File: src/rtl/deser7_pkg.sv
package deser7_pkg;
    localparam int SLOTS = 7;
    // clock-lane slots 0..6 read 1,1,0,0,0,1,1; oldest bit sits in the MSB of a window
    localparam logic [SLOTS-1:0] CLK_PAT = 7'b1100011;

    typedef enum logic [2:0] {
        S_OFF,
        S_SETTLE,
        S_HUNT,
        S_VERIFY,
        S_LOCK,
        S_FSAFE
    } rx_state_t;
endpackage

File: src/rtl/deser7_lane_shift.sv
module deser7_lane_shift
    import deser7_pkg::*;
(
    input  logic             clk,
    input  logic             rst_n,
    input  logic             din,
    output logic [SLOTS-1:0] win
);
    always_ff @(posedge clk or negedge rst_n) begin
        if (!rst_n) win <= '0;
        else        win <= {win[SLOTS-2:0], din};
    end
endmodule

File: src/rtl/deser7_align_fsm.sv
module deser7_align_fsm
    import deser7_pkg::*;
#(
    parameter int LOCK_FRAMES = 3,
    parameter int SETTLE_CYC  = 14,
    parameter int IDLE_LIM    = 20
) (
    input  logic             clk,
    input  logic             rst_n,
    input  logic             pwr_n,
    input  logic [SLOTS-1:0] clk_win,
    output logic             capture,
    output logic             locked,
    output logic             par_clk,
    output logic             failsafe
);
    localparam int GW = $clog2(LOCK_FRAMES + 1);
    localparam int SW = $clog2(SETTLE_CYC + 1);
    localparam int IW = $clog2(IDLE_LIM + 1);
    localparam logic [2:0] PH_LAST = 3'(SLOTS - 1);

    rx_state_t       st, nxt;
    logic [2:0]      phase;
    logic [GW-1:0]   good;
    logic [SW-1:0]   settle_cnt;
    logic [IW-1:0]   idle_cnt;
    logic            match, toggle, idle_hit, frame_end, tracking;

    assign match     = (clk_win == CLK_PAT);
    assign toggle    = clk_win[0] ^ clk_win[1];
    assign idle_hit  = (idle_cnt == IW'(IDLE_LIM));
    assign frame_end = (phase == PH_LAST);
    assign tracking  = (st == S_HUNT) || (st == S_VERIFY) || (st == S_LOCK);

    // state register
    always_ff @(posedge clk or negedge rst_n) begin
        if (!rst_n) st <= S_OFF;
        else        st <= nxt;
    end

    // next state
    always_comb begin
        nxt = st;
        if (!pwr_n) begin
            nxt = S_OFF;
        end else if (tracking && idle_hit) begin
            nxt = S_FSAFE;
        end else begin
            unique case (st)
                S_OFF:    nxt = S_SETTLE;
                S_SETTLE: if (settle_cnt == SW'(SETTLE_CYC - 1)) nxt = S_HUNT;
                S_HUNT:   if (match) nxt = S_VERIFY;
                S_VERIFY: if (frame_end) begin
                              if (!match)                          nxt = S_HUNT;
                              else if (good == GW'(LOCK_FRAMES - 1)) nxt = S_LOCK;
                          end
                S_LOCK:   if (frame_end && !match) nxt = S_HUNT;
                S_FSAFE:  if (toggle) nxt = S_HUNT;
                default:  nxt = S_OFF;
            endcase
        end
    end

    // counters
    always_ff @(posedge clk or negedge rst_n) begin
        if (!rst_n) begin
            phase      <= '0;
            good       <= '0;
            settle_cnt <= '0;
            idle_cnt   <= '0;
        end else begin
            settle_cnt <= (st == S_SETTLE) ? settle_cnt + SW'(1) : '0;

            if (!pwr_n || toggle) idle_cnt <= '0;
            else if (!idle_hit)   idle_cnt <= idle_cnt + IW'(1);

            if (st == S_HUNT)
                phase <= '0;
            else if (st == S_VERIFY || st == S_LOCK)
                phase <= frame_end ? 3'd0 : phase + 3'd1;
            else
                phase <= '0;

            if (st == S_HUNT && nxt == S_VERIFY)
                good <= GW'(1);
            else if (st == S_VERIFY && frame_end && nxt == S_VERIFY)
                good <= good + GW'(1);
            else if (st != S_VERIFY)
                good <= '0;
        end
    end

    // outputs
    always_comb begin
        locked   = (st == S_LOCK);
        failsafe = (st == S_FSAFE);
        par_clk  = (st == S_LOCK) && (phase >= 3'd3) && (phase <= 3'd5);
        capture  = (nxt == S_LOCK) && frame_end;
    end

    assert_lock_count_R3: assert property (@(posedge clk) disable iff (!rst_n)
        $rose(locked) |-> ($past(good) == GW'(LOCK_FRAMES - 1)));

    assert_pclk_quiet_at_update_R5: assert property (@(posedge clk) disable iff (!rst_n)
        capture |-> !par_clk);

    assert_drop_on_miss_R6: assert property (@(posedge clk) disable iff (!rst_n)
        (pwr_n && st == S_LOCK && frame_end && !match && !idle_hit) |=> !locked);

    assert_idle_trip_R7: assert property (@(posedge clk) disable iff (!rst_n)
        (pwr_n && tracking && idle_hit) |=> (failsafe && !locked && !par_clk));

    assert_pdown_flags_R8: assert property (@(posedge clk) disable iff (!rst_n)
        !pwr_n |=> (!locked && !failsafe && !par_clk));
endmodule

File: src/rtl/deser7_word_reg.sv
module deser7_word_reg
    import deser7_pkg::*;
#(
    parameter int LANES = 4
) (
    input  logic                   clk,
    input  logic                   rst_n,
    input  logic                   pwr_n,
    input  logic                   narrow,
    input  logic                   capture,
    input  logic [LANES*SLOTS-1:0] wins,
    output logic [LANES*SLOTS-1:0] data_q
);
    localparam int W = LANES * SLOTS;

    logic [W-1:0] mapped;

    for (genvar n = 0; n < LANES; n++) begin : g_lane
        for (genvar k = 0; k < SLOTS; k++) begin : g_slot
            if (n == LANES - 1) begin : g_top
                assign mapped[n*SLOTS+k] = narrow ? 1'b0 : wins[n*SLOTS+SLOTS-1-k];
            end else begin : g_low
                assign mapped[n*SLOTS+k] = wins[n*SLOTS+SLOTS-1-k];
            end
        end
    end

    always_ff @(posedge clk or negedge rst_n) begin
        if (!rst_n)       data_q <= '0;
        else if (!pwr_n)  data_q <= '0;
        else if (capture) data_q <= mapped;
    end

    assert_first_slot_R1: assert property (@(posedge clk) disable iff (!rst_n)
        (pwr_n && capture) |=> (data_q[0] == $past(wins[SLOTS-1])));

    assert_top_lane_dark_R2: assert property (@(posedge clk) disable iff (!rst_n)
        (capture && narrow) |=> (data_q[W-1 -: SLOTS] == '0));

    assert_hold_R4: assert property (@(posedge clk) disable iff (!rst_n)
        (pwr_n && !capture) |=> $stable(data_q));

    assert_pdown_word_R8: assert property (@(posedge clk) disable iff (!rst_n)
        !pwr_n |=> (data_q == '0));
endmodule

File: src/rtl/deser7_rx.sv
module deser7_rx
    import deser7_pkg::*;
#(
    parameter int LANES       = 4,
    parameter int LOCK_FRAMES = 3,
    parameter int SETTLE_CYC  = 14,
    parameter int IDLE_LIM    = 20
) (
    input  logic                   clk,
    input  logic                   rst_n,
    input  logic                   pwr_n,
    input  logic                   narrow,
    input  logic [LANES-1:0]       lane_in,
    input  logic                   clk_lane,
    output logic [LANES*SLOTS-1:0] par_data,
    output logic                   par_clk,
    output logic                   locked,
    output logic                   failsafe
);
    localparam int W = LANES * SLOTS;

    logic [W-1:0]     wins;
    logic [SLOTS-1:0] clk_win;
    logic             capture;

    for (genvar n = 0; n < LANES; n++) begin : g_shift
        deser7_lane_shift i_shift (
            .clk   (clk),
            .rst_n (rst_n),
            .din   (lane_in[n]),
            .win   (wins[n*SLOTS +: SLOTS])
        );
    end

    deser7_lane_shift i_clk_shift (
        .clk   (clk),
        .rst_n (rst_n),
        .din   (clk_lane),
        .win   (clk_win)
    );

    deser7_align_fsm #(
        .LOCK_FRAMES (LOCK_FRAMES),
        .SETTLE_CYC  (SETTLE_CYC),
        .IDLE_LIM    (IDLE_LIM)
    ) i_fsm (
        .clk      (clk),
        .rst_n    (rst_n),
        .pwr_n    (pwr_n),
        .clk_win  (clk_win),
        .capture  (capture),
        .locked   (locked),
        .par_clk  (par_clk),
        .failsafe (failsafe)
    );

    deser7_word_reg #(.LANES(LANES)) i_word (
        .clk     (clk),
        .rst_n   (rst_n),
        .pwr_n   (pwr_n),
        .narrow  (narrow),
        .capture (capture),
        .wins    (wins),
        .data_q  (par_data)
    );
endmodule

File: config.mk
export PLATFORM = sky130hd
export DESIGN_NAME = deser7_rx
export DESIGN_NICKNAME = d
export VERILOG_FILES = /design/src/rtl/deser7_pkg.sv /design/src/rtl/deser7_lane_shift.sv /design/src/rtl/deser7_align_fsm.sv /design/src/rtl/deser7_word_reg.sv /design/src/rtl/deser7_rx.sv
export SDC_FILE = /design/constraint.sdc
export NUM_CORES = 1
export LEC_CHECK = 0
export BUFFER_PORTS_ARGS = -buffer_cell sky130_fd_sc_hd__buf_4
export CAP_MARGIN = 40
export CORE_ASPECT_RATIO = 1.1
export CORE_MARGIN = 2
export CORE_UTILIZATION = 40
export CTS_BUF_LIST = sky130_fd_sc_hd__clkbuf_8
export DETAILED_ROUTE_END_ITERATION = 7
export PLACE_DENSITY = 0.57
export SYNTH_ARGS = -nofsm -noshare
export SYNTH_HDL_FRONTEND = slang
export SYNTH_SLANG_ARGS = --single-unit
File: constraint.sdc
create_clock -name clk -period 2.6 [get_ports clk]
set_clock_uncertainty 0.2 [all_clocks]
set_input_delay 0.52 -clock clk [delete_from_list [all_inputs] [get_ports clk]]
set_output_delay 0.52 -clock clk [all_outputs]
set_load 0.01 [all_outputs]
# After elaboration in Yosys (flattened, before gate mapping)
# Cells that the tools add are included.
word_totals:
  ff_bits: 80
  latch_bits: 0
  mem_bits_rw: 0
  romBits: 0
  mem_count: 0
op_classes:
  add_sub_neg: 4
  n_mul: 0
  div_mod_pow: 0
  order_cmp: 2
  n_eq_ne: 15
  shift: 0
  n_mux: 28
  bitwise: 1
  reduce_logical: 16
op_table:
  columns: ["operator", "n"]
  rows:
  - ["two-way mux 28 bit", 2]
  - ["two-way mux 3 bit", 12]
  - ["case mux 3 bit (6 select lines)", 1]
  - ["equality test 3 bit, second input constant", 4]
  - ["two-way mux 5 bit", 2]
  - ["equality test 3 x 2 -> 1 bit, second input constant", 3]
  - ["logical AND 1 bit", 8]
  - ["equality test 7 bit, second input constant", 1]
  - ["two-way mux 1 bit", 7]
  - ["two-way mux 2 bit", 3]
  - ["adder 5 x 1 -> 5 bit, second input constant", 1]
  - ["equality test 5 bit, second input constant", 1]
  - ["adder 4 x 1 -> 4 bit, second input constant", 1]
  - ["equality test 4 bit, second input constant", 1]
  - ["logical OR 1 bit", 4]
  - ["two-way mux 4 bit", 1]
  - ["adder 3 x 1 -> 3 bit, second input constant", 1]
  - ["equality test 3 x 1 -> 1 bit, second input constant", 1]
  - [">= comparator 3 x 2 -> 1 bit, second input constant", 1]
  - ["<= comparator 3 bit, second input constant", 1]
  - ["zero test 3 bit", 1]
  - ["inequality test 3 x 2 -> 1 bit, second input constant", 1]
  - ["nonzero test 3 bit", 1]
  - ["adder 2 x 1 -> 2 bit, second input constant", 1]
  - ["other kinds (5)", 6]

# Depth between registers and ports, before layout
# Gate-level depths: netlist (run 1).
depth:
  depth_word: 11
  mapped_depth: 10
  mapped_depth_nobuf: 8

# By module
# A second synthesis (run 1) with hierarchy kept.
unflattened:
  cells_unflattened: 232
  area_unflattened_um2: 3114.2
by_module_without_submodules:
  columns: ["module", "instances", "cells_each", "area_per_inst_um2", "seq_area_each_um2"]
  rows:
  - ["deser7_word_reg", 1, 88, 1207.4, 700.7]
  - ["deser7_align_fsm", 1, 109, 1031.0, 425.4]
  - ["deser7_lane_shift", 5, 7, 175.2, 175.2]

# Worst setup path after synthesis (run 1)
# OpenSTA, ideal clock, no wires.
synth_timing:
  path_type: "flip-flop to flip-flop"
  startpoint: "reg i_clk_shift.win[0]"
  endpoint: "reg i_word.data_q[0]"
  setup_time_ns: 0.123
  t_arrival_ns: 1.917
  slack_ns: 0.361
  stages_incl_launch_ff: 10
  path_buffers: 2
  synth_period_minus_slack_ns: 2.239
  cell_sequence: "dfrtp_1 ha_1 and4bb_1 and3b_4 o41ai_2 o311ai_1 and3_4 buf_12 buf_12 mux2i_1"
synth_between:
  elab_chain_cells: 10
synth_rtl:
  columns: ["element", "line_no", "text"]
  rows:
  - ["start: declaration", "deser7_lane_shift.sv:7", "output logic [SLOTS-1:0] win"]
  - ["start signal: assignment", "deser7_lane_shift.sv:11", "else win <= {win[SLOTS-2:0], din};"]
  - ["equality test 7 bit", "deser7_align_fsm.sv:29", "assign match = (clk_win == CLK_PAT);"]
  - ["zero test 1 bit", null, null]
  - ["logical AND 1 bit", "deser7_align_fsm.sv:57", "S_LOCK: if (frame_end && !match) nxt = S_HUNT;"]
  - ["two-way mux 3 bit", "deser7_align_fsm.sv:57", null]
  - ["case mux 3 bit (6 select lines) (*)", "deser7_align_fsm.sv:49", "unique case (st)"]
  - ["two-way mux 3 bit (*)", "deser7_align_fsm.sv:46", "end else if (tracking && idle_hit) begin"]
  - ["two-way mux 3 bit (*)", "deser7_align_fsm.sv:44", "if (!pwr_n) begin"]
  - ["equality test 3 bit (*)", "deser7_align_fsm.sv:98", "capture = (nxt == S_LOCK) && frame_end;"]
  - ["logical AND 1 bit (*)", "deser7_align_fsm.sv:98", null]
  - ["inequality test 2 x 1 -> 1 bit (no line) (*)", null, null]
  - ["end signal: assignment", "deser7_word_reg.sv:31", "else if (capture) data_q <= mapped;"]
  - ["end: declaration", "deser7_word_reg.sv:12", "output logic [LANES*SLOTS-1:0] data_q"]
# Mark *: on every way between the ends. The rest lies on a longest branch, timed or not.
# A chain may end at the register's enable or synchronous reset.

# Worst setup path in the final report (run 1)
layout_timing:
  startpoint: "reg i_clk_shift.win[0]"
  endpoint: "reg i_word.data_q[25]"
# Same word-level chain as after synthesis.

==> results of run 1 <==
[worst max-delay path, cell delays in order (launching register included)]
cell      delay (ns)
dfrtp_1         0.36
ha_1            0.14
and4bb_1        0.23
and3b_4         0.23
nand4_1         0.10
o311ai_1        0.34
and3_4          0.35
buf_12          0.17
mux2i_1         0.19
[flip-flops by register name, indices dropped and copies added (netlist names)]
name and flops:
g_shift.i_shift.win 28, i_word.data_q 28, i_clk_shift.win 7, i_fsm.idle_cnt 5, i_fsm.settle_cnt 4, i_fsm.phase 3
i_fsm.st 3, i_fsm.good 2
[worst paths after layout]
| check | end | slack, ns | depth (start not counted) | startpoint |
|---|---|---|---|---|
| worst min register to register | g_shift[3].i_shift.win[1] | 0.16 | 0 | g_shift[3].i_shift.win[0] |
| min in group asynchronous | i_fsm.phase[0] | 0.49 | 2 | rst_n |
| worst max-delay path | i_word.data_q[25] | 0.19 | 8 | i_clk_shift.win[0] |
| worst min-delay path | g_shift[0].i_shift.win[0] | 0.07 | 1 | lane_in[0] |
| worst max register to register | i_word.data_q[25] | 0.19 | 8 | i_clk_shift.win[0] |
| max in group asynchronous | g_shift[1].i_shift.win[6] | 1.12 | 3 | rst_n |
[synthesized netlist by cell type (all sizes together), types with 4 or more instances]
cell type / count
nand3: 6
nor3: 4
buf: 5
clkbuf: 7
dfrtp: 80
ha: 7
nand2: 63
nor2: 12
inv: 8
a21oi: 8
mux2i: 28
o21ai: 4
[placed cells by master (no fill, tap or decap), types with 2 or more instances in the layout]
cell,count
mux2i_1,28
and2_1,2
nand3_1,6
or3_1,3
inv_1,10
o21a_1,2
o211ai_1,2
dfrtp_1,80
buf_4,44
nor3_1,4
clkbuf_8,9
xor2_1,3
bufinv_16,3
nor3b_1,3
nand2b_1,2
a21oi_1,8
o21ai_0,3
nor2_1,12
nand2_1,63
ha_1,7
buf_12,3
[where the power goes]
| part | switching (mW) | internal [mW] |
|---|---|---|
| clock network | 0.448 | 0.633 |
| registers | 0.0198 | 1.28 |
| logic | 0.0612 | 0.0314 |
| total | 0.529 | 1.94 |
[through the flow]
stage | area (µm²) | util [%] | setup slack, ns | power [mW] | hold slack, ns
floorplan | 3210 | - | 0.361 | 1.36 | 0.0244
global placement | 3630 | 46.4 | 0.273 | 1.42 | 0.157
detailed placement | 3630 | 46.4 | 0.215 | 1.42 | 0.161
CTS | 3870 | 49.5 | 0.179 | 2.51 | 0.0561
global route | 3870 | 49.5 | 0.0353 | 2.58 | 0.0503
finish | 3870 | 49.5 | 0.191 | 2.47 | 0.0745
[kinds of logic after synthesis]
kind of cell	share of synthesized area [%]
xor+xnor	1.09
simple gates	15.4
flops	62.4
compound gates	5.50
buf+inv	4.14
mux	8.74
fa+ha+maj	2.73
[routing by layer]
metal	part of all wire (%)	wire, µm
met2	45	2630
met1	48	2790
met4	1.7	101
met5	0	0
met3	4.6	268
[cell type report]
cell class | instances | area, µm²
Tap cell | 108 | 135
Multi-Input combinational cell | 169 | 1070
Sequential cell | 80 | 2000
Clock buffer | 9 | 124
Fill cell | 761 | 3950
Inverter | 8 | 30.0
Timing Repair Buffer | 48 | 400
Clock inverter | 7 | 111
==> impl_metrics.toml, run 1 <==
[run_status]
status = "complete, no violations"

[grt]
grt_use_total_pct = 14.3
antenna_found_initial = 0
grt_max_degree = 42
grt_pass1_wl_um = 9670
use_met3_pct = 4.73
grt_overflow = 0
busiest_layer = "met1"
grt_use_met2_pct = 19.9
grt_pass1_vias = 2012
gr-usage-met1_pct = 20.8

[worst_setup_path]
worst-setup-path-type = "reg -> reg"
cp.arrival_ns = 2.48
start_kind = "register"
required_ns = 2.67
cp-end-kind = "register"
crit_fanout = 12

[cts]
clockRootBuffer = "clkbuf_8"
cts_sinks = 80
cts_tree = "built"
htree_num_levels = 3
cts_hold_buf = 1
ctsResizeCount = 0
cts_setup_buffers = 0
clk_latency_ns = 0.34
clockBufferDepth = 2
clk_pin_slew_ns = 0.08
numCtsBuffers = 9

[timing]
worstMarginPinSlew_ns = 0.518
grt_setup_unrepaired = "false"
slew_violations = 0
fmax_mhz = 415
maxSlewHeadroom_pct = 65.5
hold_viol = 0
setup-violations-final = 0
final.period_utilization_pct = 92.7
tns_ns = 0
min_period_ns = 2.41

[logic_synthesis]
synth_top_area_share_pct = 62.4
ys.flop_type = "dfrtp_1"
synthTopCellsByArea = "dfrtp_1 (62%), mux2i_1 (8.7%), nand2_1 (7.4%), ha_1 (2.7%), buf_12 (1.9%)"
synth_edf_count = 0
synth_area_leader_cell = "dfrtp_1"
synth_seq_area_share_pct = 62.4
synth-seq-cells = 80
ys_warn_count = 0
synth_fp_nets = 285
netlist_instances = 269
synthesis.area_mm2 = 0.00321
yosys.cell_types.count = 42
synth-async-reset-ratio_pct = 100
avgSynthCellArea_um2 = 11.9

[die]
core_area_mm2 = 0.00783
dieWidth_um = 89.4
die_h_um = 97.9
num_io_pins = 40
initial_core_util_pct = 41.0
num_rows = 34
dieArea_mm2 = 0.00875

[cells_and_area]
fin_nets = 332
antennaDiodeCount = 0
instances_no_fill = 429
drive_above_1_share_pct = 20.2
syn_to_final_growth_pct = 20.8

[route]
viasPerCell = 4.82
wirelength_um = 5780
drtIter0Drc = 131
via_count = 2066
route.detailed.drc = 0
first_pass_iters = 4
ant_nets = 0
wl_per_cell_um = 13.5

[power_and_ir_drop]
ir_worst_vdd_uv = 356
p_leak_nw = 1.76
p_per_area_mw_per_mm2 = 638

[placement]
dp_cells = 412
place.gp.congestion = 0.817
dp.final_hpwl_um = 3830
portBuffers = 39

[job]
drv_cap = 0

[worst_hold_path]
hold_path_class = "in -> reg"
Power figures use the tool's default switching activity.
==> inputs of run 2 (changes only) <==
--- a/config.mk
+++ b/config.mk
@@ -5,6 +5,7 @@
 export SDC_FILE = /design/constraint.sdc
 export NUM_CORES = 1
 export LEC_CHECK = 0
+export ABC_AREA = 1
 export BUFFER_PORTS_ARGS = -buffer_cell sky130_fd_sc_hd__buf_4
 export CAP_MARGIN = 40
 export CORE_ASPECT_RATIO = 1.1
@@ -12,7 +13,8 @@
 export CORE_UTILIZATION = 40
 export CTS_BUF_LIST = sky130_fd_sc_hd__clkbuf_8
 export DETAILED_ROUTE_END_ITERATION = 7
-export PLACE_DENSITY = 0.57
+export GPL_TIMING_DRIVEN = 0
+export PLACE_DENSITY = 0.56
 export SYNTH_ARGS = -nofsm -noshare
 export SYNTH_HDL_FRONTEND = slang
 export SYNTH_SLANG_ARGS = --single-unit
==> constraint.sdc (replaced) <==
create_clock -name clk -period 3 [get_ports clk]
set_clock_uncertainty 0.2 [all_clocks]
set_input_delay 0.6 -clock clk [delete_from_list [all_inputs] [get_ports clk]]
set_output_delay 0.6 -clock clk [all_outputs]
set_load 0.01 [all_outputs]
==> run 2 against run 1 <==
  * Register-to-register slack gained 0.70 ns
  * Power shrank 13%
  * Sequential share of layout area shrank 2.5 points
  * Global-route usage grew 0.92 points
  * Cell count grew 18%
  * Largest cell class unchanged
  * Count of clock-buffer cells in the layout is the same
  * First-iteration DRC count shrank 13%
  * Sequential power shrank 10%
==> impl_metrics.toml, run 2 <==
[worst_setup_path]
cp_cell_sequence = "nand2_1, inv_1, ha_1, o311a_2, buf_4"
cp.arrival_ns = 1.69
start_kind = "register"
worst-setup-path-type = "reg -> out"
required_ns = 2.20
crit_fanout = 4
slowest_delay_ns = 0.47
cp-end-kind = "output port"
slowest_stage = "dfrtp_1"

[power_and_ir_drop]
swShare_pct = 25.1
p_clk_share_pct = 36.6
p_total_mw = 2.14
p_leak_nw = 2.18
p_sw_mw = 0.536
internal_power_mw = 1.60
ir_worst_vdd_uv = 269
seq_power_share_pct = 54.7
p_per_area_mw_per_mm2 = 525
comb_power_share_pct = 8.7

[grt]
grt_use_total_pct = 15.2
gr-usage-met1_pct = 20.7
antenna_found_initial = 0
use_met3_pct = 3.22
grt_use_met2_pct = 22.9
grt_overflow = 0
busiest_layer = "met2"
grt_pass1_wl_um = 11000
grt_pass1_vias = 2360
grt_max_degree = 63

[timing]
fmax_mhz = 401
maxSlewHeadroom_pct = 70.9
slew_violations = 0
tns_ns = 0
min_period_ns = 2.49
grt_setup_unrepaired = "false"
final.period_utilization_pct = 83.0
setup-violations-final = 0
worstMarginPinSlew_ns = 0.437
hold_viol = 0

[cts]
ctsResizeCount = 0
cts_hold_buf = 1
numCtsBuffers = 9
clk_latency_ns = 0.34
clockRootBuffer = "clkbuf_8"
htree_num_levels = 3
cts_setup_buffers = 0
clk_pin_slew_ns = 0.09
cts_tree = "built"
cts_sinks = 80
clockBufferDepth = 2

[route]
via_count = 2302
wirelength_um = 6110
wl_per_cell_um = 12.0
route.detailed.drc = 0
first_pass_iters = 4
ant_nets = 0
viasPerCell = 4.53
drtIter0Drc = 114

[cells_and_area]
fillerInstances = 822
antennaDiodeCount = 0
reg_top3 = "g_shift.i_shift.win (28), i_word.data_q (28), i_clk_shift.win (7)"
syn_to_final_growth_pct = 19.2
fin_nets = 408
mostFrequentLayoutCells = "nand2_1 (98), dfrtp_1 (80), inv_1 (42), buf_4 (41), nand3_2 (24)"
drive_above_1_share_pct = 25.4
layout_commonest_cell = "nand2_1"

[logic_synthesis]
netlist_instances = 341
synthTopCellsByCount = "nand2_1 (98), dfrtp_1 (80), inv_1 (41)"
synth_edf_count = 0
yosys.cell_types.count = 30
synth.most_common_cell = "nand2_1"
synth_fp_nets = 357
synth_seq_area_share_pct = 58.6
synth-async-reset-ratio_pct = 100
synthesis.area_mm2 = 0.00341
ys.flop_type = "dfrtp_1"
synth_top_area_share_pct = 58.6
synth-seq-cells = 80
ys_warn_count = 0
synth_area_leader_cell = "dfrtp_1"
synthTopCellsByArea = "dfrtp_1 (59%), nand2_1 (11%), nand3_2 (7.0%), inv_1 (4.5%), nand3_1 (3.4%)"
avgSynthCellArea_um2 = 10.0

[placement]
dp.final_hpwl_um = 4180
portBuffers = 38
place.gp.congestion = 0.791

[die]
dieWidth_um = 92.1
num_io_pins = 40
initial_core_util_pct = 41.0
core_area_mm2 = 0.00832
num_rows = 35
die_h_um = 101
dieArea_mm2 = 0.00929

[worst_hold_path]
hold_path_class = "in -> reg"

[run_status]
status = "complete, no violations"

[job]
drv_cap = 0
## run 2: final timing paths
kind | from | end | slack, ns | depth (start not counted)
min | lane_in[1] | g_shift[1].i_shift.win[0] | 0.15 | 1
min in group asynchronous | rst_n | i_fsm.st[1] | 0.47 | 2
max reg2reg | i_fsm.idle_cnt[0] | i_word.data_q[17] | 0.89 | 11
max | i_fsm.phase[0] | par_clk | 0.51 | 5
max in group asynchronous | rst_n | g_shift[0].i_shift.win[3] | 1.54 | 3
min reg2reg | g_shift[2].i_shift.win[1] | g_shift[2].i_shift.win[2] | 0.18 | 0
## run 2: stage by stage
stage | worst slack, ns | instance area, µm² | hold slack (ns) | utilization [%] | cells
2_1_floorplan | 1.04 | 3410 | 0.104 | - | 341
3_3_place_gp | 0.905 | 3840 | 0.156 | 46.1 | 490
3_5_place_dp | 0.874 | 3870 | 0.160 | 46.5 | 491
4_1_cts | 0.479 | 4070 | 0.135 | 48.9 | 508
5_1_grt | 0.442 | 4070 | 0.134 | 48.9 | 508
6_report | 0.509 | 4070 | 0.155 | 48.9 | 508
## run 2: cell type report
cell class,instances,area [µm²],area share [%]
Buffer,11,109,2.67
Clock buffer,9,124,3.04
Clock inverter,7,71.3,1.75
Inverter,46,173,4.24
Multi-Input combinational cell,204,1130,27.8
Sequential cell,80,2000,49.2
Tap cell,111,139,3.41
Timing Repair Buffer,40,323,7.93
## run 2: layer usage
layer  vias to the layer above  routed length (µm)  part of all wire (%)
li1                       1171                   -                     -
met1                      1083                3010                    49
met2                        36                2700                    44
met3                        12                 255                   4.2
met4                         0                 145                   2.4
met5                         -                   0                     0
## run 2: kinds of logic after synthesis
family                   after synthesis  synth area share [%]
flip-flops                            80                  58.6
AND/OR/NAND/NOR                      184                  28.0
buffers and inverters                 57                  8.24
adder cells (fa/ha/maj)                7                  2.56
AO/OA/AOI/OAI                         10                  1.76
XOR/XNOR                               3                 0.770
## run 2: worst max-delay path, delay by kind of cell (launching register included)
family	cells	cell delay, ns
and+or+nand+nor	1	0.09
adders and majority gates	1	0.19
AOI/OAI and AO/OA	1	0.38
buffers and inverters	2	0.21
DFF	1	0.47
## run 2: power groups by stage
stage / clock network [mW] / logic (mW) / registers, mW
floorplan: 0 / 0.0812 / 1.20
global placement: 0 / 0.185 / 1.19
detailed placement: 0 / 0.190 / 1.19
CTS: 0.811 / 0.192 / 1.17
global route: 0.853 / 0.217 / 1.18
finish: 0.782 / 0.186 / 1.17
